<file path="src/rtl/cfg_cksum_pkg.sv">
package cfg_cksum_pkg;

  // Registered outcome of one checked stream.
  typedef struct packed {
    logic done;
    logic pass;
    logic fail;
  } verdict_t;

  localparam verdict_t VERDICT_IDLE = '{done: 1'b0, pass: 1'b0, fail: 1'b0};

endpackage

</file>
<file path="src/rtl/cfg_cksum_accum.sv">
// Running sum of the non-final words; cleared by reset, start, or end of stream.
module cfg_cksum_accum #(
  parameter int WORD_W = 16,
  parameter int ACC_W  = 32
) (
  input  logic              clk,
  input  logic              rst,
  input  logic              clr,
  input  logic              add_en,
  input  logic              restart,
  input  logic [WORD_W-1:0] add_val,
  output logic [ACC_W-1:0]  sum
);
  localparam int PAD_W = ACC_W - WORD_W;

  logic [ACC_W-1:0] add_ext;
  assign add_ext = {{PAD_W{1'b0}}, add_val};

  always_ff @(posedge clk) begin
    if (rst || clr || restart) begin
      sum <= '0;
    end else if (add_en) begin
      sum <= sum + add_ext;
    end
  end
endmodule

</file>
<file path="src/rtl/cfg_cksum_judge.sv">
// Compares the sum with the stored checksum and registers the verdict.
module cfg_cksum_judge
  import cfg_cksum_pkg::*;
#(
  parameter int WORD_W = 16,
  parameter int ACC_W  = 32
) (
  input  logic              clk,
  input  logic              rst,
  input  logic              finish,
  input  logic [ACC_W-1:0]  sum,
  input  logic [WORD_W-1:0] stored,
  output verdict_t          verdict
);
  logic sum_is_zero;
  logic low_match;
  logic good;

  assign sum_is_zero = (sum == '0);
  assign low_match   = (sum[WORD_W-1:0] == stored);
  assign good        = low_match && !sum_is_zero;

  always_ff @(posedge clk) begin
    if (rst) begin
      verdict <= VERDICT_IDLE;
    end else if (finish) begin
      verdict <= '{done: 1'b1, pass: good, fail: !good};
    end else begin
      verdict <= VERDICT_IDLE;
    end
  end
endmodule

</file>
<file path="src/rtl/cfg_cksum_check.sv">
module cfg_cksum_check
  import cfg_cksum_pkg::*;
#(
  parameter int WORD_W = 16,
  parameter int ACC_W  = 32
) (
  input  logic              clk,
  input  logic              rst,
  input  logic              start,
  input  logic              word_valid,
  input  logic [WORD_W-1:0] word_data,
  input  logic              word_last,
  output logic              done,
  output logic              pass,
  output logic              fail
);
  logic             accept;
  logic             add_en;
  logic             finish;
  logic [ACC_W-1:0] sum;
  verdict_t         verdict;

  // A start cycle swallows any word presented alongside it.
  assign accept = word_valid && !start;
  assign add_en = accept && !word_last;
  assign finish = accept && word_last;

  cfg_cksum_accum #(.WORD_W(WORD_W), .ACC_W(ACC_W)) u_accum (
    .clk     (clk),
    .rst     (rst),
    .clr     (start),
    .add_en  (add_en),
    .restart (finish),
    .add_val (word_data),
    .sum     (sum)
  );

  cfg_cksum_judge #(.WORD_W(WORD_W), .ACC_W(ACC_W)) u_judge (
    .clk     (clk),
    .rst     (rst),
    .finish  (finish),
    .sum     (sum),
    .stored  (word_data),
    .verdict (verdict)
  );

  assign done = verdict.done;
  assign pass = verdict.pass;
  assign fail = verdict.fail;
endmodule

</file>
<file path="config.mk">
export PLATFORM = sky130hd
export DESIGN_NAME = cfg_cksum_check
export DESIGN_NICKNAME = d
export VERILOG_FILES = /design/src/rtl/cfg_cksum_pkg.sv /design/src/rtl/cfg_cksum_accum.sv /design/src/rtl/cfg_cksum_judge.sv /design/src/rtl/cfg_cksum_check.sv
export SDC_FILE = /design/constraint.sdc
export NUM_CORES = 1
export LEC_CHECK = 0
export BUFFER_PORTS_ARGS = -buffer_cell sky130_fd_sc_hd__buf_2
export CORE_AREA = 2 2 69 84
export CTS_BUF_LIST = sky130_fd_sc_hd__clkbuf_4
export CTS_CLUSTER_DIAMETER = 60
export DETAILED_ROUTE_END_ITERATION = 8
export DIE_AREA = 0 0 71 86
export GPL_ROUTABILITY_DRIVEN = 0
export PLACE_DENSITY = 0.74
export SYNTH_ARGS = -nofsm -noshare
export SYNTH_HDL_FRONTEND = slang
export SYNTH_HIERARCHICAL = 1
export SYNTH_SLANG_ARGS = --single-unit
</file>
<file path="constraint.sdc">
create_clock -name clk -period 2.4 [get_ports clk]
set_input_delay 0.24 -clock clk [delete_from_list [all_inputs] [get_ports clk]]
set_output_delay 0.24 -clock clk [all_outputs]
set_load 0.05 [all_outputs]
</file>
# Word-level counts from Yosys, hierarchy flattened
# Index checks and enable logic that the tools add are counted.
op_classes:
  n_bitwise: 1
  add_sub_neg: 1
  n_eq_ne: 1
  mux: 1
  reduce_logical: 12
op_table:
  columns: ["op", "count"]
  rows:
  - ["adder 32 x 16 -> 32 bit", 1]
  - ["logical NOT 32 bit", 1]
  - ["== test 16 bit", 1]
  - ["logical AND 1 bit", 4]
  - ["logical NOT 1 bit", 4]
  - ["2-to-1 mux 3 bit", 1]
  - ["logical OR 1 bit", 2]
  - ["OR reduction 2 bit", 1]
  - ["inverter 1 bit", 1]
word_totals:
  reg_bits: 35
  out_inout_bits: 3
  word_cells: 20
  input_bits: 21

# Longest topological paths before layout
# Gate-level depths: netlist of the first run.
logic_depth:
  word_depth: 5
  depth_mapped: 9
  mapped_depth_nobuf: 8

# Hierarchy
# Netlist of the first run, hierarchy kept.
modules_own_cells:
  columns: ["mod", "instances", "cells_per_inst", "area_per_inst_um2", "seq_area_each_um2"]
  rows:
  - ["cfg_cksum_accum", 1, 263, 2204.6, 640.6]
  - ["cfg_cksum_judge", 1, 38, 342.8, 60.1]
  - ["cfg_cksum_check", 1, 2, 21.3, 0.0]

# Worst setup path after synthesis of the first run
# No wires, ideal clock.
synth_timing:
  kind: "flip-flop to flip-flop"
  startpoint: "reg u_accum.sum[0]"
  endpoint: "reg u_accum.sum[10]"
  t_arrival_ns: 2.197
  stages_incl_launch_ff: 9
  setup_ns: 0.127
  slack_ns: 0.076
  path_buffers: 0
  period_less_slack_ns: 2.324
  t_required_ns: 2.273
  path_cell_list: "dfxtp_1 ha_1 fa_1 a211oi_2 o21bai_1 o31ai_2 o21ai_1 and4b_1 or3_1"
synth_via:
  elab_chain_len: 1
synth_rtl:
  columns: ["item", "line", "source"]
  rows:
  - ["start, declared", "cfg_cksum_accum.sv:12", "output logic [ACC_W-1:0] sum"]
  - ["start signal, assigned", "cfg_cksum_accum.sv:23", "sum <= sum + add_ext;"]
  - ["adder 32 x 16 -> 32 bit", "cfg_cksum_accum.sv:23", null]
# No other way between the ends.
# A chain may end at the register's enable or synchronous reset.

# Worst setup path after layout of the first run
# Ends and elaborated chain as after synthesis.

==> impl_metrics.ini, run 1 <==
[outcome]
status = finished clean

[critical_path]
max_stage_delay_ps = 370
critPathKind = flop to flop
cp.arrival_ps = 2530
end_kind = flop
cp.required_ps = 2630
critical_path.top_delay_family = compound AO/OA/AOI/OAI gates
slowest_stage = or3_1
path_buf_inv = 0
crit_path_max_fanout = 3
cp_cell_sequence = ha_1, fa_2, a211oi_2, o21bai_2, o31ai_2, o21ai_1, and4b_1, or3_1
cp-start-kind = flop

[global_route]
grt_usage_pct = 21.71
grt_pass1_wl_mm = 10.78
antenna_found_initial = 0
grt_pass1_vias = 2387
grt_start_max_net_pins = 32
grt-ovfl-total = 0

[clocking]
cts_tree = built
clock_path_buffers = 2
htreeDepth = 2
clk_pin_slew_ps = 110
cts_inserted_buffers = 5
insertion_delay_ps = 340
root_buffer = clkbuf_4
clock-sinks = 35

[logic_synthesis]
seq_area_frac_synth_pct = 27.28
synth_edf_count = 0
ys_seq_elements = 35
synth.largest_area_cell = dfxtp_1
synth_commonest_cells = dfxtp_1, nand2_1, nor2_1
synth_fp_nets = 341
ys.flop_type = dfxtp_1
yosysTopAreaCellShare_pct = 27.28
synth.cell_area_mm2 = 0.002569
netlist_top_cells_area = dfxtp_1, ha_1, mux2i_1
syn-instance-count = 303
synth_cell_types = 57
async_flop_share_pct = 0
avgSynthCellArea_um2 = 8.478
yosysWarnings = 6

[routing]
detail_route.first_pass.iterations = 4
routed-wl-met3_um = 210
wl_mm = 6.190
viasPerCell = 6.028
drt_iter0_markers = 151
vias = 2369
met2_length_mm = 3.212
drc_errors = 0
wl_met1_mm = 2.707
wl_per_cell_um = 15.75
drtAntennaViolNets = 0
top_layer_used = met4

[place]
post-place-ws_ps = 21.99
placed_area_mm2 = 0.002785
port_buffers = 23
dpl.cell_count = 385
hpwl_mm = 4.602

[sta]
hold_viol_final = 0
fin_ws_ps = 96.34
finalClockSkew_ps = 6.642
maxSlewHeadroom_pct = 55.05
finalSetupViolCount = 0
worst_pin_slew_ps = 674.3
finalCritPeriodShare_pct = 95.99
fin_tns_setup_ps = 0
period_needed_ps = 2304
finalMaxSlewViolations = 0
fin_hold_ws_ps = 128.2
max_freq_mhz = 434.1
rsz0062_at_grt = no

[layout]
design_area_mm2 = 0.002854
fin_util_pct = 54.24
syn2layout_area_growth_pct = 11.11
antenna_cells = 0
final_layout_size_suffix_gt1_share_pct = 18.73
layoutNonFillerInstCount = 393
layout.nets = 369

[floorplanning]
io-pin-count = 24
core.rowCount = 29
start_util_pct = 48.82
coreArea_mm2 = 0.005261
die-area_mm2 = 0.006106
fp.dieH_um = 86
die_w_um = 71

[pwr]
p_per_area_mw_per_mm2 = 383.4
ir_drop_mv = 0.2230
power_mw = 1.094
leakage_nw = 1.204

[flow_run]
drv_cap = 0

[hold_path]
hp-class = primary input to flop
-- worst register-to-register path: stages (launching register included) --
cell	delay (ps)
dfxtp_1	330
ha_1	230
fa_2	360
a211oi_2	240
o21bai_2	130
o31ai_2	220
o21ai_1	120
and4b_1	200
or3_1	370
-- layout make-up --
| type | count | area [µm²] |
|---|---|---|
| Fill cell | 486 | 2407 |
| Multi-Input combinational cell | 255 | 1839 |
| Sequential cell | 35 | 700.7 |
| Timing Repair Buffer | 32 | 182.7 |
| Tap cell | 62 | 77.57 |
| Clock buffer | 5 | 37.54 |
| Clock inverter | 2 | 8.758 |
| Inverter | 2 | 7.507 |
-- report_power, final --
group          internal, mW  switching, mW
clock network         0.104          0.203
registers             0.586        0.00555
logic                0.0760          0.120
total                 0.766          0.329
-- timing repair --
action / in CTS / in global routing
endpoints found under the setup margin: 0 / 10
resized for setup: 0 / 4
setup buffers: 0 / 1
hold buffers: 0 / 0
-- kinds of logic after synthesis --
| logic type | after synthesis | synth area share [%] |
|---|---|---|
| multiplexers | 20 | 7.842 |
| AND/OR/NAND/NOR | 127 | 26.79 |
| AO/OA/AOI/OAI | 64 | 18.17 |
| adder cells (fa/ha/maj) | 17 | 8.573 |
| XOR/XNOR | 27 | 9.206 |
| buffers and inverters | 13 | 2.143 |
| flip-flops | 35 | 27.28 |
-- cells in the final DEF, fill, tap and decap left out, types with 2 or more instances in the layout --
master | synthesis | layout
a211oi_1 | 2 | 2
a21o_1 | 4 | 4
a21oi_1 | 18 | 17
a21oi_2 | 1 | 2
a31oi_1 | 5 | 5
a41o_1 | 4 | 4
and3_1 | 6 | 6
buf_2 | 2 | 23
buf_4 | 1 | 9
clkbuf_4 | 0 | 5
dfxtp_1 | 35 | 35
ha_1 | 16 | 16
inv_1 | 2 | 2
mux2i_1 | 19 | 19
nand2_1 | 35 | 35
nand2b_1 | 13 | 13
nand3_1 | 8 | 8
nand3b_1 | 6 | 6
nand4_1 | 7 | 7
nor2_1 | 24 | 24
nor3_1 | 3 | 2
nor4_1 | 9 | 9
nor4_2 | 4 | 4
o21ai_0 | 11 | 11
o31ai_2 | 1 | 2
or2_2 | 2 | 2
or3_1 | 2 | 2
xnor2_1 | 7 | 7
xor2_1 | 20 | 20
-- path summary, 6_finish.rpt --
path	startpoint	end	slack, ps	depth (start not counted)
setup reg to reg	u_accum/sum[0]	u_accum/sum[10]	100	8
hold / removal	rst	u_judge/verdict[2]	130	2
setup / recovery	u_accum/sum[0]	u_accum/sum[10]	100	8
hold reg to reg	u_accum/sum[31]	u_accum/sum[31]	490	2
-- per-layer routing --
| layer | vias up | GRT usage [%] |
|---|---|---|
| met2 | 45 | 39.17 |
| li1 | 1171 | - |
| met5 | - | 0 |
| met1 | 1147 | 25.34 |
| met4 | 0 | 7.033 |
| met3 | 6 | 4.700 |
-- flip-flops by register name (all words and copies together) (netlist names) --
name	flops
u_judge/verdict	3
u_accum/sum	32
No activity file was read; power rests on OpenSTA's default activity.
==> run 2, diff against run 1 <==
==> constraint.sdc (replaced) <==
create_clock -name clk -period 2.4 [get_ports clk]
set_input_delay 0.36 -clock clk [delete_from_list [all_inputs] [get_ports clk]]
set_output_delay 0.36 -clock clk [all_outputs]
set_load 0.05 [all_outputs]
==> impl_metrics.ini, run 2 (synthesis results as in run 1) <==
[layout]
largest_register = u_accum/sum
reg_top3 = u_accum/sum (32), u_judge/verdict (3)
design_area_mm2 = 0.002903
antenna_cells = 0
largest_reg_flops = 32
layout.nets = 373
mostFrequentLayoutCells = nand2_1, dfxtp_1, nor2_1
final_layout_size_suffix_gt1_share_pct = 20.24
syn2layout_area_growth_pct = 13.01

[clocking]
clock_path_buffers = 2
cts_tree = built
clock-sinks = 35
clk_pin_slew_ps = 110
insertion_delay_ps = 340
hold_buffers = 0
root_buffer = clkbuf_4
cts_inserted_buffers = 5
htreeDepth = 2

[sta]
finalCritPeriodShare_pct = 95.61
maxSlewHeadroom_pct = 53.84
finalMaxSlewViolations = 0
worst_pin_slew_ps = 692.4
period_needed_ps = 2295
fin_ws_ps = 105.3
hold_viol_final = 0
max_freq_mhz = 435.8
finalClockSkew_ps = 5.480
finalSetupViolCount = 0

[place]
placed_area_mm2 = 0.002808
post-place-ws_ps = -89.47
hpwl_mm = 4.532
port_buffers = 23

[routing]
drtAntennaViolNets = 0
viasPerCell = 5.889
drt_iter0_markers = 186
drc_errors = 0
wl_per_cell_um = 14.95
detail_route.first_pass.iterations = 4
vias = 2344
wl_mm = 5.952

[pwr]
p_per_area_mw_per_mm2 = 386.8
leakage_nw = 1.233
power_mw = 1.123
ir_drop_mv = 0.2646

[hold_path]
hp-class = primary input to flop

[outcome]
status = finished clean

[critical_path]
cp-start-kind = flop
slowest_stage = fa_2
cp.required_ps = 2630
crit_path_max_fanout = 3
end_kind = flop
max_stage_delay_ps = 360
cp_cell_sequence = ha_1, fa_2, a211oi_2, o21bai_2, o31ai_2, o21ai_1, and4b_1, or3_1
critPathKind = flop to flop
cp.arrival_ps = 2520

[global_route]
grt-ovfl-total = 0
grt_start_max_net_pins = 32
antenna_found_initial = 0
grt_pass1_wl_mm = 10.27
grt_pass1_vias = 2265
grt_usage_pct = 20.75

[floorplanning]
die_w_um = 71
start_util_pct = 48.82
fp.dieH_um = 86
coreArea_mm2 = 0.005261
io-pin-count = 24
core.rowCount = 29
die-area_mm2 = 0.006106

[flow_run]
drv_cap = 0
[run 2: per-stage QoR]
step	hold WS [ps]	utilization, %	setup TNS [ps]	std cells
4_1_cts	221.0	54.46	0	396
2_1_floorplan	442.8	-	0	303
3_3_place_gp	463.2	53.36	-27.59	388
6_report	234.1	55.17	0	398
3_5_place_dp	472.1	53.36	-266.8	388
5_1_grt	243.3	55.17	-17.27	398
[run 2: what timing repair did]
action / in CTS / in global routing
endpoints found under the setup margin: 0 / 11
resized for setup: 0 / 5
setup buffers: 0 / 2
[run 2: final timing paths]
check	from	end	slack (ps)	cells after the start
setup / recovery	u_accum/sum[0]	u_accum/sum[10]	110	8
hold / removal	rst	u_judge/verdict[2]	230	2
setup reg to reg	u_accum/sum[0]	u_accum/sum[10]	110	8
hold reg to reg	u_accum/sum[31]	u_accum/sum[31]	480	2
[run 2: power breakdown]
part	internal (mW)	switching (mW)
Combinational	0.0778	0.118
Clock	0.137	0.199
Sequential	0.586	0.00551
Total	0.800	0.323
[run 2: metal layers]
layer,track usage [%],vias up,routed length [µm]
met4,6.518,0,143
li1,-,1183,-
met1,25.13,1106,2607
met3,3.173,12,190
met2,37.38,43,3010
met5,0,-,0
[run 2: critical path, delay by kind of cell, from the launching register on]
family	cells	cell delay, ps
adders and majority gates	2	580
DFF	1	330
and+or+nand+nor	2	550
AOI/OAI and AO/OA	4	730
[run 2: layout make-up]
class | count | area (µm²)
clock buffer | 7 | 52.55
clock inverter | 1 | 5.005
fill | 492 | 2359
inverter | 2 | 7.507
multi-input combinational | 255 | 1847
sequential | 35 | 700.7
tap | 62 | 77.57
timing repair buffer | 36 | 212.7
==> run 3, diff against run 2 <==
REMOVE_ABC_BUFFERS = 1   (was unset)
SLEW_MARGIN = 40   (was unset)
==> impl_metrics.ini, run 3 (synthesis results as in run 1) <==
[pwr]
leakage_nw = 1.237
swShare_pct = 30.05
seq_power_share_pct = 52.4
power_switching_mw = 0.3390
ir_drop_mv = 0.2003
intPower_mw = 0.7893
clockPowerShare_pct = 30.1
pwr-share-comb_pct = 17.5
p_per_area_mw_per_mm2 = 389.5

[floorplanning]
fp.dieH_um = 86
coreArea_mm2 = 0.005261
die-area_mm2 = 0.006106
core.rowCount = 29
start_util_pct = 48.82
io-pin-count = 24
die_w_um = 71

[critical_path]
critPathKind = flop to flop
cp.arrival_ps = 2630
end_kind = flop
cp.required_ps = 2680
cp-start-kind = flop
crit_path_max_fanout = 11

[clocking]
insertion_delay_ps = 350
htreeDepth = 2
cts_inserted_buffers = 5
clock_path_buffers = 2
root_buffer = clkbuf_4
clock-sinks = 35
clk_pin_slew_ps = 110
hold_buffers = 0
cts_tree = built

[routing]
vias = 2323
wl_mm = 6.006
drtAntennaViolNets = 0
drt_iter0_markers = 126
drc_errors = 0
wl_per_cell_um = 15.09
viasPerCell = 5.837
detail_route.first_pass.iterations = 4

[global_route]
antenna_found_initial = 0
grt_pass1_vias = 2192
grt-ovfl-total = 0
grt_pass1_wl_mm = 10.03
grt_start_max_net_pins = 39
grt_usage_pct = 20.37

[sta]
max_freq_mhz = 425.4
finalClockSkew_ps = 6.405
finalCritPeriodShare_pct = 97.95
maxSlewHeadroom_pct = 57.50
hold_viol_final = 0
finalSetupViolCount = 0
fin_tns_setup_ps = 0
period_needed_ps = 2351
fin_hold_ws_ps = 214.0
finalMaxSlewViolations = 0
worst_pin_slew_ps = 637.5

[hold_path]
hp-class = primary input to flop

[place]
hpwl_mm = 4.384
port_buffers = 23

[layout]
largest_reg_flops = 32
largest_register = u_accum/sum
syn2layout_area_growth_pct = 12.76
antenna_cells = 0
fillers = 499
final_layout_size_suffix_gt1_share_pct = 19.35
fin_util_pct = 55.05
multi_input_area_mm2 = 0.001828
layout.nets = 373
mostFrequentLayoutCells = nand2_1, dfxtp_1, nor2_1
seq_area_um2 = 700.7
reg_top3 = u_accum/sum (32), u_judge/verdict (3)

[flow_run]
drv_cap = 0

[outcome]
status = finished clean
## run 3: cell count changes in the layout (fill, tap and decap cells not counted), sizes merged
cell,change
clkbuf,-1
clkinvlp,+1
## run 3: repair_timing
action                                  4_1_cts  5_1_grt
setup buffers                                 1        1
resized for setup                             0        1
pin swaps                                     1        2
endpoints found under the setup margin        1        2
## run 3: metal layers
metal	track usage [%]	wire length [µm]	part of all wire, %
met4	6.346	79	1.3
met2	37.13	3087	51
met5	0	0	0
met1	23.94	2612	43
met3	3.760	226	3.8
## run 3: power groups by stage
stage	Sequential, mW	Clock [mW]	Combinational [mW]
floorplan	0.606	0	0.124
detailed placement	0.604	0	0.194
finish	0.591	0.340	0.197
global route	0.592	0.369	0.218
CTS	0.591	0.353	0.195
global placement	0.604	0	0.190
## run 3: worst paths after layout
kind / endpoint / start / slack [ps] / cells after the start
max: u_accum/sum[24] / u_accum/sum[0] / 50 / 9
min: u_judge/verdict[2] / rst / 210 / 2
max reg2reg: u_accum/sum[24] / u_accum/sum[0] / 50 / 9
min reg2reg: u_accum/sum[31] / u_accum/sum[31] / 490 / 2
## run 3: critical path, stage by stage, from the launching register on
cell and delay, ps:
dfxtp_1 330, ha_1 220, fa_1 400, a211oi_2 250, o21bai_2 120, o31ai_1 310
nand3_1 130, buf_4 200, nand3_1 100, mux2i_1 210
## run 3: layout make-up
cell class	instances	area share (%)
Sequential cell	35	24.19
Clock inverter	2	0.4320
Tap cell	62	2.678
Multi-Input combinational cell	255	63.11
Clock buffer	6	1.555
Inverter	2	0.2592
Timing Repair Buffer	36	7.775
## run 3: per-stage QoR
stage	area (µm²)	power [mW]	setup WS [ps]	std cells
after global routing	2897	1.180	-7.866	398
after CTS	2885	1.139	4.659	397
after global placement	2820	0.7937	-115.4	388
final	2897	1.128	49.20	398
after detailed placement	2820	0.7983	-182.6	388
after floorplan	2521	0.7303	-572.2	292
